[src/rtl/avd_pkg.sv]
package avd_pkg;

  localparam int unsigned NUM_ENTRIES = 5;
  localparam int unsigned SUB_W       = 4;
  localparam int unsigned BYTE_W      = 8;
  localparam int unsigned FLAT_W      = NUM_ENTRIES * BYTE_W;

  localparam logic [5:0] TRIM_RESET = 6'h1F;
  localparam logic [3:0] ATT_RESET  = 4'd9;

  typedef enum logic [2:0] {
    PH_IDLE,
    PH_ADDR,
    PH_SUB,
    PH_WR,
    PH_RD,
    PH_SKIP
  } phase_e;

  function automatic logic [7:0] entry_default(input int unsigned idx);
    case (idx)
      1, 2:    entry_default = {2'b00, TRIM_RESET};
      3:       entry_default = 8'h01;
      4:       entry_default = {4'h0, ATT_RESET};
      default: entry_default = 8'h00;
    endcase
  endfunction

  function automatic logic [7:0] entry_mask(input int unsigned idx);
    case (idx)
      0:       entry_mask = 8'hC7;
      1, 2:    entry_mask = 8'h3F;
      3:       entry_mask = 8'hF9;
      4:       entry_mask = 8'hBF;
      default: entry_mask = 8'h00;
    endcase
  endfunction

endpackage

[src/rtl/avd_bus_sync.sv]
module avd_bus_sync #(
  parameter int unsigned SYNC_STAGES = 2
) (
  input  logic clk,
  input  logic rst_n,
  input  logic scl_i,
  input  logic sda_i,
  output logic scl_s,
  output logic sda_s,
  output logic scl_rise,
  output logic scl_fall,
  output logic start_det,
  output logic stop_det
);

  localparam int unsigned MSB = SYNC_STAGES - 1;

  logic [MSB:0] scl_pipe_q, scl_pipe_d;
  logic [MSB:0] sda_pipe_q, sda_pipe_d;
  logic         scl_last_q, sda_last_q;

  always_comb begin
    scl_pipe_d = {scl_pipe_q[MSB-1:0], scl_i};
    sda_pipe_d = {sda_pipe_q[MSB-1:0], sda_i};
  end

  always_ff @(posedge clk or negedge rst_n) begin
    if (!rst_n) begin
      scl_pipe_q <= '1;
      sda_pipe_q <= '1;
      scl_last_q <= 1'b1;
      sda_last_q <= 1'b1;
    end else begin
      scl_pipe_q <= scl_pipe_d;
      sda_pipe_q <= sda_pipe_d;
      scl_last_q <= scl_pipe_q[MSB];
      sda_last_q <= sda_pipe_q[MSB];
    end
  end

  assign scl_s     = scl_pipe_q[MSB];
  assign sda_s     = sda_pipe_q[MSB];
  assign scl_rise  = scl_s & ~scl_last_q;
  assign scl_fall  = ~scl_s & scl_last_q;
  assign start_det = scl_s & scl_last_q & sda_last_q & ~sda_s;
  assign stop_det  = scl_s & scl_last_q & ~sda_last_q & sda_s;

endmodule

[src/rtl/avd_i2c_engine.sv]
module avd_i2c_engine
  import avd_pkg::*;
#(
  parameter logic [6:0] DEV_ADDR = 7'h42
) (
  input  logic             clk,
  input  logic             rst_n,
  input  logic             sda_s,
  input  logic             scl_rise,
  input  logic             scl_fall,
  input  logic             start_det,
  input  logic             stop_det,
  input  logic [7:0]       status_byte,
  output logic             sda_oe,
  output logic             wr_en,
  output logic [SUB_W-1:0] wr_addr,
  output logic [7:0]       wr_data,
  output logic             rd_done
);

  localparam logic [3:0] LAST_BIT = 4'd8;

  phase_e           phase_q, phase_d;
  logic [3:0]       bitcnt_q, bitcnt_d;
  logic             ack_q, ack_d;
  logic [7:0]       shreg_q, shreg_d;
  logic [6:0]       txreg_q, txreg_d;
  logic [SUB_W-1:0] sub_q, sub_d;
  logic             rw_q, rw_d;
  logic             oe_q, oe_d;
  logic             nack_q, nack_d;
  logic             wr_en_q, wr_en_d;
  logic [SUB_W-1:0] wr_addr_q, wr_addr_d;
  logic [7:0]       wr_data_q, wr_data_d;
  logic             rd_done_q, rd_done_d;

  always_comb begin
    phase_d   = phase_q;
    bitcnt_d  = bitcnt_q;
    ack_d     = ack_q;
    shreg_d   = shreg_q;
    txreg_d   = txreg_q;
    sub_d     = sub_q;
    rw_d      = rw_q;
    oe_d      = oe_q;
    nack_d    = nack_q;
    wr_en_d   = 1'b0;
    wr_addr_d = wr_addr_q;
    wr_data_d = wr_data_q;
    rd_done_d = 1'b0;

    if (stop_det) begin
      phase_d  = PH_IDLE;
      bitcnt_d = '0;
      ack_d    = 1'b0;
      oe_d     = 1'b0;
    end else if (start_det) begin
      phase_d  = PH_ADDR;
      bitcnt_d = '0;
      ack_d    = 1'b0;
      oe_d     = 1'b0;
    end else if (scl_rise) begin
      case (phase_q)
        PH_ADDR, PH_SUB, PH_WR: begin
          if (!ack_q && bitcnt_q < LAST_BIT) begin
            shreg_d  = {shreg_q[6:0], sda_s};
            bitcnt_d = bitcnt_q + 4'd1;
          end
        end
        PH_RD: begin
          if (ack_q) begin
            nack_d    = sda_s;
            rd_done_d = 1'b1;
          end else begin
            bitcnt_d = bitcnt_q + 4'd1;
          end
        end
        default: ;
      endcase
    end else if (scl_fall) begin
      case (phase_q)
        PH_ADDR: begin
          if (ack_q) begin
            ack_d    = 1'b0;
            bitcnt_d = '0;
            if (rw_q) begin
              phase_d = PH_RD;
              txreg_d = status_byte[6:0];
              oe_d    = ~status_byte[7];
            end else begin
              phase_d = PH_SUB;
              oe_d    = 1'b0;
            end
          end else if (bitcnt_q == LAST_BIT) begin
            if (shreg_q[7:1] == DEV_ADDR) begin
              ack_d = 1'b1;
              oe_d  = 1'b1;
              rw_d  = shreg_q[0];
            end else begin
              phase_d = PH_SKIP;
            end
          end
        end
        PH_SUB: begin
          if (ack_q) begin
            ack_d    = 1'b0;
            oe_d     = 1'b0;
            bitcnt_d = '0;
            phase_d  = PH_WR;
          end else if (bitcnt_q == LAST_BIT) begin
            sub_d = shreg_q[SUB_W-1:0];
            ack_d = 1'b1;
            oe_d  = 1'b1;
          end
        end
        PH_WR: begin
          if (ack_q) begin
            ack_d    = 1'b0;
            oe_d     = 1'b0;
            bitcnt_d = '0;
            sub_d    = sub_q + 1'b1;
          end else if (bitcnt_q == LAST_BIT) begin
            wr_en_d   = 1'b1;
            wr_addr_d = sub_q;
            wr_data_d = shreg_q;
            ack_d     = 1'b1;
            oe_d      = 1'b1;
          end
        end
        PH_RD: begin
          if (ack_q) begin
            ack_d = 1'b0;
            if (nack_q) begin
              phase_d = PH_SKIP;
              oe_d    = 1'b0;
            end else begin
              bitcnt_d = '0;
              txreg_d  = status_byte[6:0];
              oe_d     = ~status_byte[7];
            end
          end else if (bitcnt_q == LAST_BIT) begin
            oe_d  = 1'b0;
            ack_d = 1'b1;
          end else begin
            txreg_d = {txreg_q[5:0], 1'b0};
            oe_d    = ~txreg_q[6];
          end
        end
        default: ;
      endcase
    end
  end

  always_ff @(posedge clk or negedge rst_n) begin
    if (!rst_n) begin
      phase_q   <= PH_IDLE;
      bitcnt_q  <= '0;
      ack_q     <= 1'b0;
      shreg_q   <= '0;
      txreg_q   <= '0;
      sub_q     <= '0;
      rw_q      <= 1'b0;
      oe_q      <= 1'b0;
      nack_q    <= 1'b0;
      wr_en_q   <= 1'b0;
      wr_addr_q <= '0;
      wr_data_q <= '0;
      rd_done_q <= 1'b0;
    end else begin
      phase_q   <= phase_d;
      bitcnt_q  <= bitcnt_d;
      ack_q     <= ack_d;
      shreg_q   <= shreg_d;
      txreg_q   <= txreg_d;
      sub_q     <= sub_d;
      rw_q      <= rw_d;
      oe_q      <= oe_d;
      nack_q    <= nack_d;
      wr_en_q   <= wr_en_d;
      wr_addr_q <= wr_addr_d;
      wr_data_q <= wr_data_d;
      rd_done_q <= rd_done_d;
    end
  end

  assign sda_oe  = oe_q;
  assign wr_en   = wr_en_q;
  assign wr_addr = wr_addr_q;
  assign wr_data = wr_data_q;
  assign rd_done = rd_done_q;

endmodule

[src/rtl/avd_ctrl_regs.sv]
module avd_ctrl_regs
  import avd_pkg::*;
(
  input  logic              clk,
  input  logic              rst_n,
  input  logic              wr_en,
  input  logic [SUB_W-1:0]  wr_addr,
  input  logic [7:0]        wr_data,
  output logic [FLAT_W-1:0] entry_flat
);

  for (genvar g = 0; g < NUM_ENTRIES; g++) begin : g_entry
    logic [7:0] val_q, val_d;
    logic       hit;

    assign hit = wr_en && (wr_addr == SUB_W'(g));

    always_comb begin
      val_d = val_q;
      if (hit) val_d = wr_data & entry_mask(g);
    end

    always_ff @(posedge clk or negedge rst_n) begin
      if (!rst_n) val_q <= entry_default(g);
      else        val_q <= val_d;
    end

    assign entry_flat[g*BYTE_W +: BYTE_W] = val_q;
  end

endmodule

[src/rtl/avd_i2c_regfile.sv]
module avd_i2c_regfile
  import avd_pkg::*;
#(
  parameter logic [6:0]  DEV_ADDR    = 7'h42,
  parameter int unsigned SYNC_STAGES = 2
) (
  input  logic       clk,
  input  logic       rst_n,
  input  logic       scl_i,
  input  logic       sda_i,
  output logic       sda_oe,
  input  logic       det_stereo,
  input  logic       det_sap,
  input  logic       det_noise,
  output logic       test_dac,
  output logic       test_mon,
  output logic [4:0] spare_tst,
  output logic [5:0] sep_hi_trim,
  output logic [5:0] sep_lo_trim,
  output logic       nr_sel,
  output logic       force_mono,
  output logic       sap_cond,
  output logic       mute_off,
  output logic       force_st,
  output logic       att_bypass,
  output logic       in_lvl_sel,
  output logic [3:0] att_lvl
);

  logic [1:0]        rst_pipe_q;
  logic              rst_n_s;
  logic              scl_s, sda_s, scl_rise, scl_fall, start_det, stop_det;
  logic              wr_en, rd_done;
  logic [SUB_W-1:0]  wr_addr;
  logic [7:0]        wr_data;
  logic [FLAT_W-1:0] entry_flat;
  logic [7:0]        status_byte;
  logic              por_q, por_d;
  logic [7:0]        e0, e1, e2, e3, e4;
  logic              unused_bits;

  always_ff @(posedge clk or negedge rst_n) begin
    if (!rst_n) rst_pipe_q <= 2'b00;
    else        rst_pipe_q <= {rst_pipe_q[0], 1'b1};
  end
  assign rst_n_s = rst_pipe_q[1];

  avd_bus_sync #(.SYNC_STAGES(SYNC_STAGES)) sync_i (
    .clk(clk), .rst_n(rst_n_s), .scl_i(scl_i), .sda_i(sda_i),
    .scl_s(scl_s), .sda_s(sda_s), .scl_rise(scl_rise), .scl_fall(scl_fall),
    .start_det(start_det), .stop_det(stop_det)
  );

  avd_i2c_engine #(.DEV_ADDR(DEV_ADDR)) eng_i (
    .clk(clk), .rst_n(rst_n_s), .sda_s(sda_s), .scl_rise(scl_rise),
    .scl_fall(scl_fall), .start_det(start_det), .stop_det(stop_det),
    .status_byte(status_byte), .sda_oe(sda_oe), .wr_en(wr_en),
    .wr_addr(wr_addr), .wr_data(wr_data), .rd_done(rd_done)
  );

  avd_ctrl_regs regs_i (
    .clk(clk), .rst_n(rst_n_s), .wr_en(wr_en), .wr_addr(wr_addr),
    .wr_data(wr_data), .entry_flat(entry_flat)
  );

  always_comb begin
    por_d = por_q;
    if (rd_done) por_d = 1'b0;
  end

  always_ff @(posedge clk or negedge rst_n_s) begin
    if (!rst_n_s) por_q <= 1'b1;
    else          por_q <= por_d;
  end

  assign status_byte = {det_sap, det_noise, 4'b0000, por_q, det_stereo};

  assign e0 = entry_flat[0*BYTE_W +: BYTE_W];
  assign e1 = entry_flat[1*BYTE_W +: BYTE_W];
  assign e2 = entry_flat[2*BYTE_W +: BYTE_W];
  assign e3 = entry_flat[3*BYTE_W +: BYTE_W];
  assign e4 = entry_flat[4*BYTE_W +: BYTE_W];

  assign test_dac    = e0[7];
  assign test_mon    = e0[6];
  assign spare_tst   = {e0[2:0], e3[6], e3[7]};
  assign sep_hi_trim = e1[5:0];
  assign sep_lo_trim = e2[5:0];
  assign nr_sel      = e3[5];
  assign force_mono  = e3[4];
  assign sap_cond    = e3[3];
  assign mute_off    = e3[0];
  assign in_lvl_sel  = e4[7];
  assign att_bypass  = e4[5];
  assign force_st    = e4[4];
  assign att_lvl     = e4[3:0];

  assign unused_bits = ^{e0[5:3], e1[7:6], e2[7:6], e3[2:1], e4[6]};

endmodule

[config.mk]
export PLATFORM = sky130hd
export DESIGN_NAME = avd_i2c_regfile
export DESIGN_NICKNAME = d
export VERILOG_FILES = /design/src/rtl/avd_pkg.sv /design/src/rtl/avd_bus_sync.sv /design/src/rtl/avd_i2c_engine.sv /design/src/rtl/avd_ctrl_regs.sv /design/src/rtl/avd_i2c_regfile.sv
export SDC_FILE = /design/constraint.sdc
export NUM_CORES = 1
export LEC_CHECK = 0
export ABC_AREA = 1
export BUFFER_PORTS_ARGS = -buffer_cell sky130_fd_sc_hd__buf_2
export CAP_MARGIN = 0
export CORE_ASPECT_RATIO = 1.2
export CORE_MARGIN = 1
export CORE_UTILIZATION = 45
export DETAILED_ROUTE_END_ITERATION = 8
export HOLD_SLACK_MARGIN = 0.06
export PLACE_DENSITY = 0.73
export SYNTH_ARGS = -nofsm -noshare
export SYNTH_HDL_FRONTEND = slang
export SYNTH_HIERARCHICAL = 1
export SYNTH_SLANG_ARGS = --single-unit
[constraint.sdc]
create_clock -name clk -period 5.08 [get_ports clk]
set_input_delay 1.016 -clock clk [delete_from_list [all_inputs] [get_ports clk]]
set_output_delay 1.016 -clock clk [all_outputs]
set_load 0.005 [all_outputs]
==> summary.md <==
| Metric | Value |
|---|---|
| Status | `finished, final reports clean` |
| Die outline height | `106 µm` |
| PwrDens | `355 nW/µm²` |
| Max-slew violations | `0` |
| Finish-stage setup viols | `0` |
| CP Capture Type | `register` |
| Worst Max-Slew Pin Slew | `1.01 ns` |
| First-pass GRT wire length | `14,300 µm` |
| CP bufs+invs | `1` |
| Final min period | `2.25 ns` |
| GP Congestion | `0.937` |
| Clk Tree Root Cell | `clkbuf_8` |
| Post-route ant nets | `0` |
| Final Power | `1600 µW` |
| Setup TNS | `0 ns` |
| Hpwl dp | `5930 µm` |
| Worst path required time | `5.33 ns` |
| Postcts setup bufs | `0` |
| Starting Density | `0.468` |
| Clock sink count | `83` |
| Die area | `9390 µm²` |
| Achievable Freq | `444 MHz` |
| Fill cell count | `834` |
| DRT Pass-1 Iters | `4` |
| DRC viols | `0` |
| Core area | `8660 µm²` |
| Crit Path Category | `reg2reg` |
| GRT Overall Usage | `0.197` |
| Worst rel slew slack | `0.330` |
| Leak | `0.00234 µW` |
| Clock-pin slew on the worst setup and hold paths | `0.08 ns` |
| Initial drt markers | `168` |
| Slowest CP cell | `nand4_1` |
| Grt total ovfl | `0` |
| Crit-path cells | `inv_1 -> nand2_1 -> nor2_1 -> nor2_1 -> nand2_1 -> nor3_2 -> nand4_1 -> o21ai_0` |
| I/O Pins | `38` |
| Post-cts hold buffer count | `0` |
| Antenna fix cells | `0` |
| Vias in the first global route | `3,134` |
| RSZ-0062 raised after global routing | `no` |
| CTS Buffer Depth | `2` |
| Max-cap violation count | `0` |
| Vias | `3,249` |
| Element type at the critical path start | `register` |
| PostCTS Resize Cnt | `0` |
| Layout net count | `525` |
| Worst Hold Class | `reg2reg` |
| Worst VDD drop | `183 µV` |
| Critical Path Fanout Max | `20` |
| CTS Buf Count | `9` |
| Tcrit/Tclk final | `0.443` |
| DRT Wirelength | `8160 µm` |
| Met1 Use GR | `0.231` |
| Met3 Resource Use GR | `0.0450` |
| Family with the most delay on the worst path | `simple AND/OR/NAND/NOR gates` |
| Clock Latency Late Sink | `0.36 ns` |
| Clock Skew | `0.0107 ns` |
| Initial antenna violation count | `0` |
| Worst Path Arrival | `2.51 ns` |
| Final Hold Fails | `0` |
| Met2 Track Usage GR | `0.341` |
| I/O Buffers | `37` |
| Yosys warns | `6` |
| Ratio of cells with drive above 1 in the final layout | `0.217` |
| Row cnt | `37` |
| H-tree Lvls | `3` |
| CTS tree | `yes` |
| Pin count of the biggest net entering global routing | `82` |
| Post-Synthesis Cells | `478` |
| Slowest stage delay, CP | `0.58 ns` |
| Post-synthesis cell area | `4050 µm²` |
| Wire length per cell | `12.8 µm` |
| Area delta synth->final | `11.0%` |
| Die width | `88.6 µm` |
| Average size of a mapped cell | `8.48 µm²` |
| Global route hottest layer | `met2` |
| Via-per-instance ratio | `5.10` |
## sequential cells by signal, summed over array words and instances (netlist names), 2 cells and up
signal and flops:
eng_i/bitcnt_q 4, eng_i/wr_data 8, eng_i/sub_q 4, eng_i/wr_addr 4, eng_i/txreg_q 7, eng_i/shreg_q 8
rst_pipe_q 2, regs_i/g_entry.val_q 30, sync_i/sda_pipe_q 2, sync_i/scl_pipe_q 2, eng_i/phase_q 3
## per-layer routing
metal	share of wire	vias up
met3	0.042	14
met4	0.017	0
met2	0.51	74
li1	-	1627
met5	0	-
met1	0.43	1534
## final cells by class
cell class | count | area [µm²] | area share
clock buffers | 11 | 153 | 0.0339
clock inverters | 5 | 32.5 | 0.00723
inverters | 41 | 154 | 0.0342
multi-input cells | 342 | 1710 | 0.381
flip-flops and latches | 83 | 2110 | 0.468
well taps | 117 | 146 | 0.0325
repair buffers | 38 | 193 | 0.0428
## where the power goes
group	switching, µW	total (µW)	internal, µW
registers	76.6	806	729
clock network	242	451	208
logic	224	339	115
total	542	1600	1050
## placed cells by master, fill, tap and decap left out, types with 6 or more instances in the layout
cell type	instances
buf_2	37
clkbuf_8	9
dfrtp_1	62
dfstp_2	20
inv_1	36
nand2_1	159
nand3_1	23
nand4_1	33
nor2_1	30
nor2_4	6
o21ai_0	33
o21ai_1	7
o21ai_2	7
## through the flow
step / setup WS (ns) / area [µm²] / instances / utilization / hold slack (ns)
3_3_place_gp: 2.98 / 4310 / 621 / 0.498 / 0.338
5_1_grt: 2.47 / 4500 / 637 / 0.520 / 0.360
2_1_floorplan: 2.63 / 4070 / 481 / - / 0.331
6_report: 2.83 / 4500 / 637 / 0.520 / 0.355
3_5_place_dp: 2.83 / 4310 / 621 / 0.498 / 0.338
4_1_cts: 2.82 / 4500 / 637 / 0.520 / 0.358
## final timing paths
check / depth (start not counted) / startpoint / slack (ns) / endpoint
hold reg to reg: 0 / rst_pipe_q[0] / 0.35 / rst_pipe_q[1]
setup reg to reg: 8 / sync_i/sda_pipe_q[1] / 2.83 / eng_i/wr_data[0]
setup / recovery: 8 / sync_i/sda_pipe_q[1] / 2.83 / eng_i/wr_data[0]
min in group asynchronous: 1 / rst_n / 0.42 / rst_pipe_q[0]
max in group asynchronous: 0 / rst_pipe_q[1] / 3.92 / eng_i/bitcnt_q[1]
hold / removal: 0 / rst_pipe_q[0] / 0.35 / rst_pipe_q[1]
No activity file was read; power rests on OpenSTA's default activity.
